`config.mk`:
```
export PLATFORM = sky130hd
export DESIGN_NAME = spi_buffered_port
export DESIGN_NICKNAME = d
export VERILOG_FILES = /design/src/rtl/spi_buf_pkg.sv /design/src/rtl/spi_buf_ctrl.sv /design/src/rtl/spi_buf_datapath.sv /design/src/rtl/spi_buffered_port.sv
export SDC_FILE = /design/constraint.sdc
export NUM_CORES = 1
export LEC_CHECK = 0
export ABC_AREA = 1
export CORE_MARGIN = 10
export CORE_UTILIZATION = 54
export CTS_CLUSTER_SIZE = 24
export DETAILED_ROUTE_END_ITERATION = 10
export PLACE_DENSITY = 0.94
export SETUP_SLACK_MARGIN = 0.2
export SYNTH_ARGS = -nofsm -noshare
export SYNTH_HDL_FRONTEND = slang
export SYNTH_HIERARCHICAL = 1
export SYNTH_SLANG_ARGS = --single-unit
```
`constraint.sdc`:
```
create_clock -name clk -period 4.95 [get_ports clk]
set_clock_uncertainty 0.05 [all_clocks]
set_input_delay 1.485 -clock clk [delete_from_list [all_inputs] [get_ports clk]]
set_output_delay 1.485 -clock clk [all_outputs]
set_load 0.02 [all_outputs]
```
`src/rtl/spi_buf_pkg.sv`:
```
package spi_buf_pkg;
  localparam int BIT_EN   = 15;
  localparam int BIT_SIDL = 13;
  localparam int BIT_OVF  = 6;
  localparam int BIT_TXF  = 1;
  localparam int BIT_RXF  = 0;
  localparam logic ADDR_DATA = 1'b0;
  localparam logic ADDR_STAT = 1'b1;

  typedef struct packed {
    logic holdLoad;   // CPU word into transmit holding register
    logic shiftLoad;  // holding register into shift register
    logic sampleIn;   // capture miso (rising serial edge)
    logic shiftStep;  // advance shift register (falling serial edge)
    logic rxCapture;  // finished word into receive holding register
    logic abort;      // module disabled
  } strobe_t;
endpackage

```
`src/rtl/spi_buf_ctrl.sv`:
```
module spi_buf_ctrl
  import spi_buf_pkg::*;
#(
  parameter int WORD_W  = 8,
  parameter int CLK_DIV = 2
) (
  input  logic        clk,
  input  logic        rstN,
  input  logic        idleReq,
  input  logic        cpuAddr,
  input  logic        cpuWrEn,
  input  logic        cpuRdEn,
  input  logic [15:0] cpuWrData,
  output strobe_t     strobes,
  output logic [15:0] statusWord,
  output logic        sck
);
  localparam int CNT_W = (CLK_DIV > 1) ? $clog2(CLK_DIV) : 1;
  localparam int BIT_W = $clog2(WORD_W);
  localparam logic [CNT_W-1:0] DIV_RELOAD = CNT_W'(CLK_DIV - 1);
  localparam logic [BIT_W-1:0] LAST_BIT   = BIT_W'(WORD_W - 1);

  logic enBit, sidlBit, ovfBit, txFull, rxFull;
  logic busy, sckQ;
  logic [CNT_W-1:0] divCnt;
  logic [BIT_W-1:0] bitCnt;

  logic statWr, dataWr, dataRd, enNext, run, tick, rise, fall, done;
  logic shiftLoad, rxCapture, abort;

  always_comb begin
    statWr    = cpuWrEn && (cpuAddr == ADDR_STAT);
    dataWr    = cpuWrEn && (cpuAddr == ADDR_DATA) && enBit;
    dataRd    = cpuRdEn && (cpuAddr == ADDR_DATA);
    enNext    = statWr ? cpuWrData[BIT_EN] : enBit;
    abort     = !enNext;
    run       = enBit && enNext && !(sidlBit && idleReq);
    tick      = busy && run && (divCnt == '0);
    rise      = tick && !sckQ;
    fall      = tick && sckQ;
    done      = fall && (bitCnt == LAST_BIT);
    shiftLoad = run && !busy && txFull;
    rxCapture = done && !rxFull;
  end

  always_comb begin
    strobes.holdLoad  = dataWr;
    strobes.shiftLoad = shiftLoad;
    strobes.sampleIn  = rise;
    strobes.shiftStep = fall;
    strobes.rxCapture = rxCapture;
    strobes.abort     = abort;
  end

  always_ff @(posedge clk or negedge rstN) begin
    if (!rstN) begin
      enBit   <= 1'b0;
      sidlBit <= 1'b0;
      ovfBit  <= 1'b0;
      txFull  <= 1'b0;
      rxFull  <= 1'b0;
      busy    <= 1'b0;
      sckQ    <= 1'b0;
      divCnt  <= '0;
      bitCnt  <= '0;
    end else begin
      if (statWr) begin
        enBit   <= cpuWrData[BIT_EN];
        sidlBit <= cpuWrData[BIT_SIDL];
        if (!cpuWrData[BIT_OVF]) ovfBit <= 1'b0;
      end
      if (abort) begin
        txFull <= 1'b0;
        rxFull <= 1'b0;
        busy   <= 1'b0;
        sckQ   <= 1'b0;
        divCnt <= '0;
        bitCnt <= '0;
      end else begin
        if (shiftLoad) begin
          busy   <= 1'b1;
          divCnt <= DIV_RELOAD;
          bitCnt <= '0;
        end else if (busy && run) begin
          if (divCnt == '0) begin
            divCnt <= DIV_RELOAD;
            sckQ   <= ~sckQ;
            if (fall) bitCnt <= bitCnt + 1'b1;
            if (done) busy <= 1'b0;
          end else begin
            divCnt <= divCnt - 1'b1;
          end
        end
        if (dataWr)         txFull <= 1'b1;
        else if (shiftLoad) txFull <= 1'b0;
        if (rxCapture)      rxFull <= 1'b1;
        else if (dataRd)    rxFull <= 1'b0;
        if (done && rxFull) ovfBit <= 1'b1;
      end
    end
  end

  always_comb begin
    statusWord           = '0;
    statusWord[BIT_EN]   = enBit;
    statusWord[BIT_SIDL] = sidlBit;
    statusWord[BIT_OVF]  = ovfBit;
    statusWord[BIT_TXF]  = txFull;
    statusWord[BIT_RXF]  = rxFull;
  end

  assign sck = sckQ;
endmodule

```
`src/rtl/spi_buf_datapath.sv`:
```
module spi_buf_datapath
  import spi_buf_pkg::*;
#(
  parameter int WORD_W = 8
) (
  input  logic              clk,
  input  logic              rstN,
  input  strobe_t           strobes,
  input  logic [15:0]       cpuWrData,
  input  logic              miso,
  output logic              mosi,
  output logic [WORD_W-1:0] rxWord
);
  logic [WORD_W-1:0] txHold, shiftReg, rxHold;
  logic inBit;

  always_ff @(posedge clk or negedge rstN) begin
    if (!rstN) begin
      txHold   <= '0;
      shiftReg <= '0;
      rxHold   <= '0;
      inBit    <= 1'b0;
    end else begin
      if (strobes.holdLoad) txHold <= cpuWrData[WORD_W-1:0];
      if (strobes.abort) begin
        shiftReg <= '0;
        inBit    <= 1'b0;
      end else begin
        if (strobes.shiftLoad)      shiftReg <= txHold;
        else if (strobes.shiftStep) shiftReg <= {shiftReg[WORD_W-2:0], inBit};
        if (strobes.sampleIn)       inBit <= miso;
        if (strobes.rxCapture)      rxHold <= {shiftReg[WORD_W-2:0], inBit};
      end
    end
  end

  assign mosi   = shiftReg[WORD_W-1];
  assign rxWord = rxHold;
endmodule

```
`src/rtl/spi_buffered_port.sv`:
```
module spi_buffered_port
  import spi_buf_pkg::*;
#(
  parameter int WORD_W  = 8,
  parameter int CLK_DIV = 2
) (
  input  logic        clk,
  input  logic        rstN,
  input  logic        idleReq,
  input  logic        cpuAddr,
  input  logic        cpuWrEn,
  input  logic        cpuRdEn,
  input  logic [15:0] cpuWrData,
  output logic [15:0] cpuRdData,
  output logic        sck,
  output logic        mosi,
  input  logic        miso
);
  strobe_t           strobes;
  logic [15:0]       statusWord;
  logic [WORD_W-1:0] rxWord;
  logic [15:0]       rxWide;

  spi_buf_ctrl #(.WORD_W(WORD_W), .CLK_DIV(CLK_DIV)) u_ctrl (
    .clk(clk), .rstN(rstN), .idleReq(idleReq),
    .cpuAddr(cpuAddr), .cpuWrEn(cpuWrEn), .cpuRdEn(cpuRdEn),
    .cpuWrData(cpuWrData), .strobes(strobes),
    .statusWord(statusWord), .sck(sck)
  );

  spi_buf_datapath #(.WORD_W(WORD_W)) u_dp (
    .clk(clk), .rstN(rstN), .strobes(strobes),
    .cpuWrData(cpuWrData), .miso(miso),
    .mosi(mosi), .rxWord(rxWord)
  );

  generate
    if (WORD_W < 16) begin : g_narrow
      assign rxWide = {{(16 - WORD_W){1'b0}}, rxWord};
    end else begin : g_full
      assign rxWide = rxWord[15:0];
    end
  endgenerate

  assign cpuRdData = (cpuAddr == ADDR_STAT) ? statusWord : rxWide;
endmodule

```
==> run metrics <==
Synth Area in Simple Gates 33.8%; Post-CTS Setup Inserts 0; Die Area 6780 um2; fin crit period 4.48 ns; hpwl dp 2810 um; final hold slack 0.431 ns; Synth Area in XOR/XNOR 0%; post-layout util 65.6%; die height 82.4 um; # rows 22; total power 0.000886 W; Diodes inserted 0; I/O pins 41; Via-to-Cell Ratio 4.72; Post-route DRC 0; worst path required time 3.41 ns; Post-Syn Area 2100 um2; Area Growth Syn to Fin 16.0%; Final nets 314; Fillers 309; GRT Max-Usage Layer met2; root buffer cell clkbuf_8; status complete, no violations; GR Overflow Total 0; CP Capture Type output pin; WL per Instance 11.2 um; # setup viols final 0; fmax 0.223 GHz; Mapped Avg Cell Area 7.78 um2; Worst-Skew Late Latency 0.29 ns; CP Launch Type input pin; total CTS buffers 5; critical path startpoint cpuAddr; met1 GRT Util 14.2%; critical-path cell list clkdlybuf4s50_1 -> buf_12 -> inv_2 -> nand2_1 -> nand2_1 -> clkdlybuf4s50_1; unrepaired setup endpoints after global routing false; Post-synth top flop dfrtp_1; final wirelength 3790 um; DRT Pass-1 Iters 4; GPL Wtd Cong 0.842; Fin. Hold Viols 0; EDFF count, synth 0; met2 Use GR 20.0%; total power per unit cell area 363 nW/um2; CTS tree built; CTS Hold Bufs 0; most area-hungry cell type in the Yosys netlist dfrtp_1; VDD IR-drop max 0.324 mV; CTS max path bufs 2; initial antenna violation count 0; Crit-path slowest cell clkdlybuf4s50_1; Distinct cells, synth 27; cts repair resizes 0; H-tree levels 2; largest cells by area after synthesis dfrtp_1, nand2_1, buf_4, nand3_1, inv_1; max_cap viols 0; chip width 82.4 um; worst reg2reg path startpoint u_ctrl/sidlBit; Reg clk slew, reported paths 0.07 ns; Antenna Nets Post-Route 0; Starting Density 56.5%; largest net degree at the start of global routing 37; Tcrit/Tclk final 90.4%; IO buf count 28; CP peak stage delay 0.60 ns; register area share after synthesis 42.9%; Pins Over Slew Limit 0; Pleak 1.36 nW; vias in the first global route 1,486; Max transition margin 47.7%; #FFs+latches synth 36; Syn. warnings 6; final setup TNS 0 ns; met3 global-route usage 3.89%; HP Class flop to flop; most common cell in the netlist nand2_1; crit path DAT 2.94 ns; layout cells sized above 1 11.0%; CP Class input pin to output pin; Async SR Flop Fraction 100%; Post-Synth Adder-Cell Area 1.19%; Layout Cells excl Fill 338; Synth top area share 42.9%; Compound-Gate Fraction of Synth Area 4.65%; Mapped Cells 270; Core Box Area 3720 um2; Synth top cells by count nand2_1, dfrtp_1, inv_1; first-pass GRT wire length 6550 um; DR iter-0 viols 87; Placed Cells 330; Hold Path Origin u_dp/rxWord[4]; mux cell area share after synthesis 0.536%; worst slew pin tran 0.781 ns; clock sink total 36; largest family of logic cells by synthesized area simple AND/OR/NAND/NOR gates; total track usage 12.4%; via count 1,597; crit-path max FO 22
==> cell type report <==
class / count / area [um2] / area share, %
Sequential cell: 36 / 901 / 37.0
Tap cell: 48 / 60.1 / 2.46
Clock inverter: 3 / 90.1 / 3.70
Timing Repair Buffer: 30 / 308 / 12.6
Multi-Input combinational cell: 183 / 886 / 36.3
Clock buffer: 5 / 68.8 / 2.82
Inverter: 33 / 124 / 5.08
==> registers in the layout (all words and copies together), names as in the netlist <==
| name | flops |
|---|---|
| u_dp/rxWord | 8 |
| u_dp/shiftReg | 8 |
| u_dp/txHold | 8 |
| u_ctrl/bitCnt | 3 |
| u_ctrl/busy | 1 |
| u_ctrl/divCnt | 1 |
| u_ctrl/enBit | 1 |
| u_ctrl/ovfBit | 1 |
| u_ctrl/rxFull | 1 |
| u_ctrl/sck | 1 |
| u_ctrl/sidlBit | 1 |
| u_ctrl/txFull | 1 |
| u_dp/inBit | 1 |
==> layout by cell type (no fill, tap or decap) <==
cell type | synthesis | final
a21oi_1 | 1 | 1
a21oi_2 | 1 | 1
a21oi_4 | 1 | 1
buf_12 | 0 | 1
buf_4 | 22 | 1
bufinv_16 | 0 | 3
clkbuf_8 | 0 | 5
clkdlybuf4s50_1 | 0 | 28
conb_1 | 1 | 11
dfrtp_1 | 36 | 36
ha_1 | 2 | 2
inv_1 | 27 | 27
inv_2 | 6 | 6
mux2_2 | 1 | 1
nand2_1 | 109 | 109
nand2_2 | 4 | 4
nand2_4 | 1 | 1
nand3_1 | 22 | 22
nand3_4 | 1 | 1
nand4_1 | 3 | 3
nand4_4 | 1 | 1
nor2_1 | 6 | 6
nor2_2 | 2 | 2
nor2_4 | 2 | 2
nor2_8 | 2 | 2
o211ai_1 | 1 | 1
o21ai_0 | 11 | 11
o21ai_1 | 1 | 1
==> routing by layer <==
metal	vias up	share of wire (%)
li1	836	-
met1	705	45
met2	49	45
met3	7	7.4
met4	0	2.3
met5	-	0
==> final timing paths <==
kind                                       end  cells past startpoint  slack (ns)
worst max-delay path              cpuRdData[1]                      6        0.47
worst min-delay path            u_dp/rxWord[4]                      2        0.43
worst max register to register  u_dp/rxWord[1]                     10        3.15
worst min register to register  u_dp/rxWord[4]                      2        0.43
max in group asynchronous       u_dp/txHold[6]                      2        2.99
min in group asynchronous          u_ctrl/busy                      2        1.54
==> where the power goes <==
group	switching (W)	internal, W
logic	0.000104	0.0000652
registers	0.0000300	0.000327
clock network	0.000108	0.000252
==> cell families (layout without fill, tap and decap cells) <==
logic type / after synthesis / in the layout
AOI/OAI and AO/OA: 16 / 16
and+or+nand+nor: 153 / 153
muxes: 1 / 1
other: 1 / 11
adders and majority gates: 2 / 2
buffers and inverters: 61 / 71
DFF: 36 / 36
==> through the flow <==
step / setup slack, ns / area (um2)
after detailed placement: 0.466 / 2280
after floorplan: 1.52 / 2140
after global placement: 0.478 / 2280
after global routing: 0.354 / 2440
final: 0.475 / 2440
after CTS: 0.459 / 2440
==> worst max-delay path: cells and delay by family <==
family / cells / cell delay (ns)
buffers and inverters: 4 / 1.34
AND/OR/NAND/NOR: 2 / 0.12
Power figures use the tool's default switching activity.
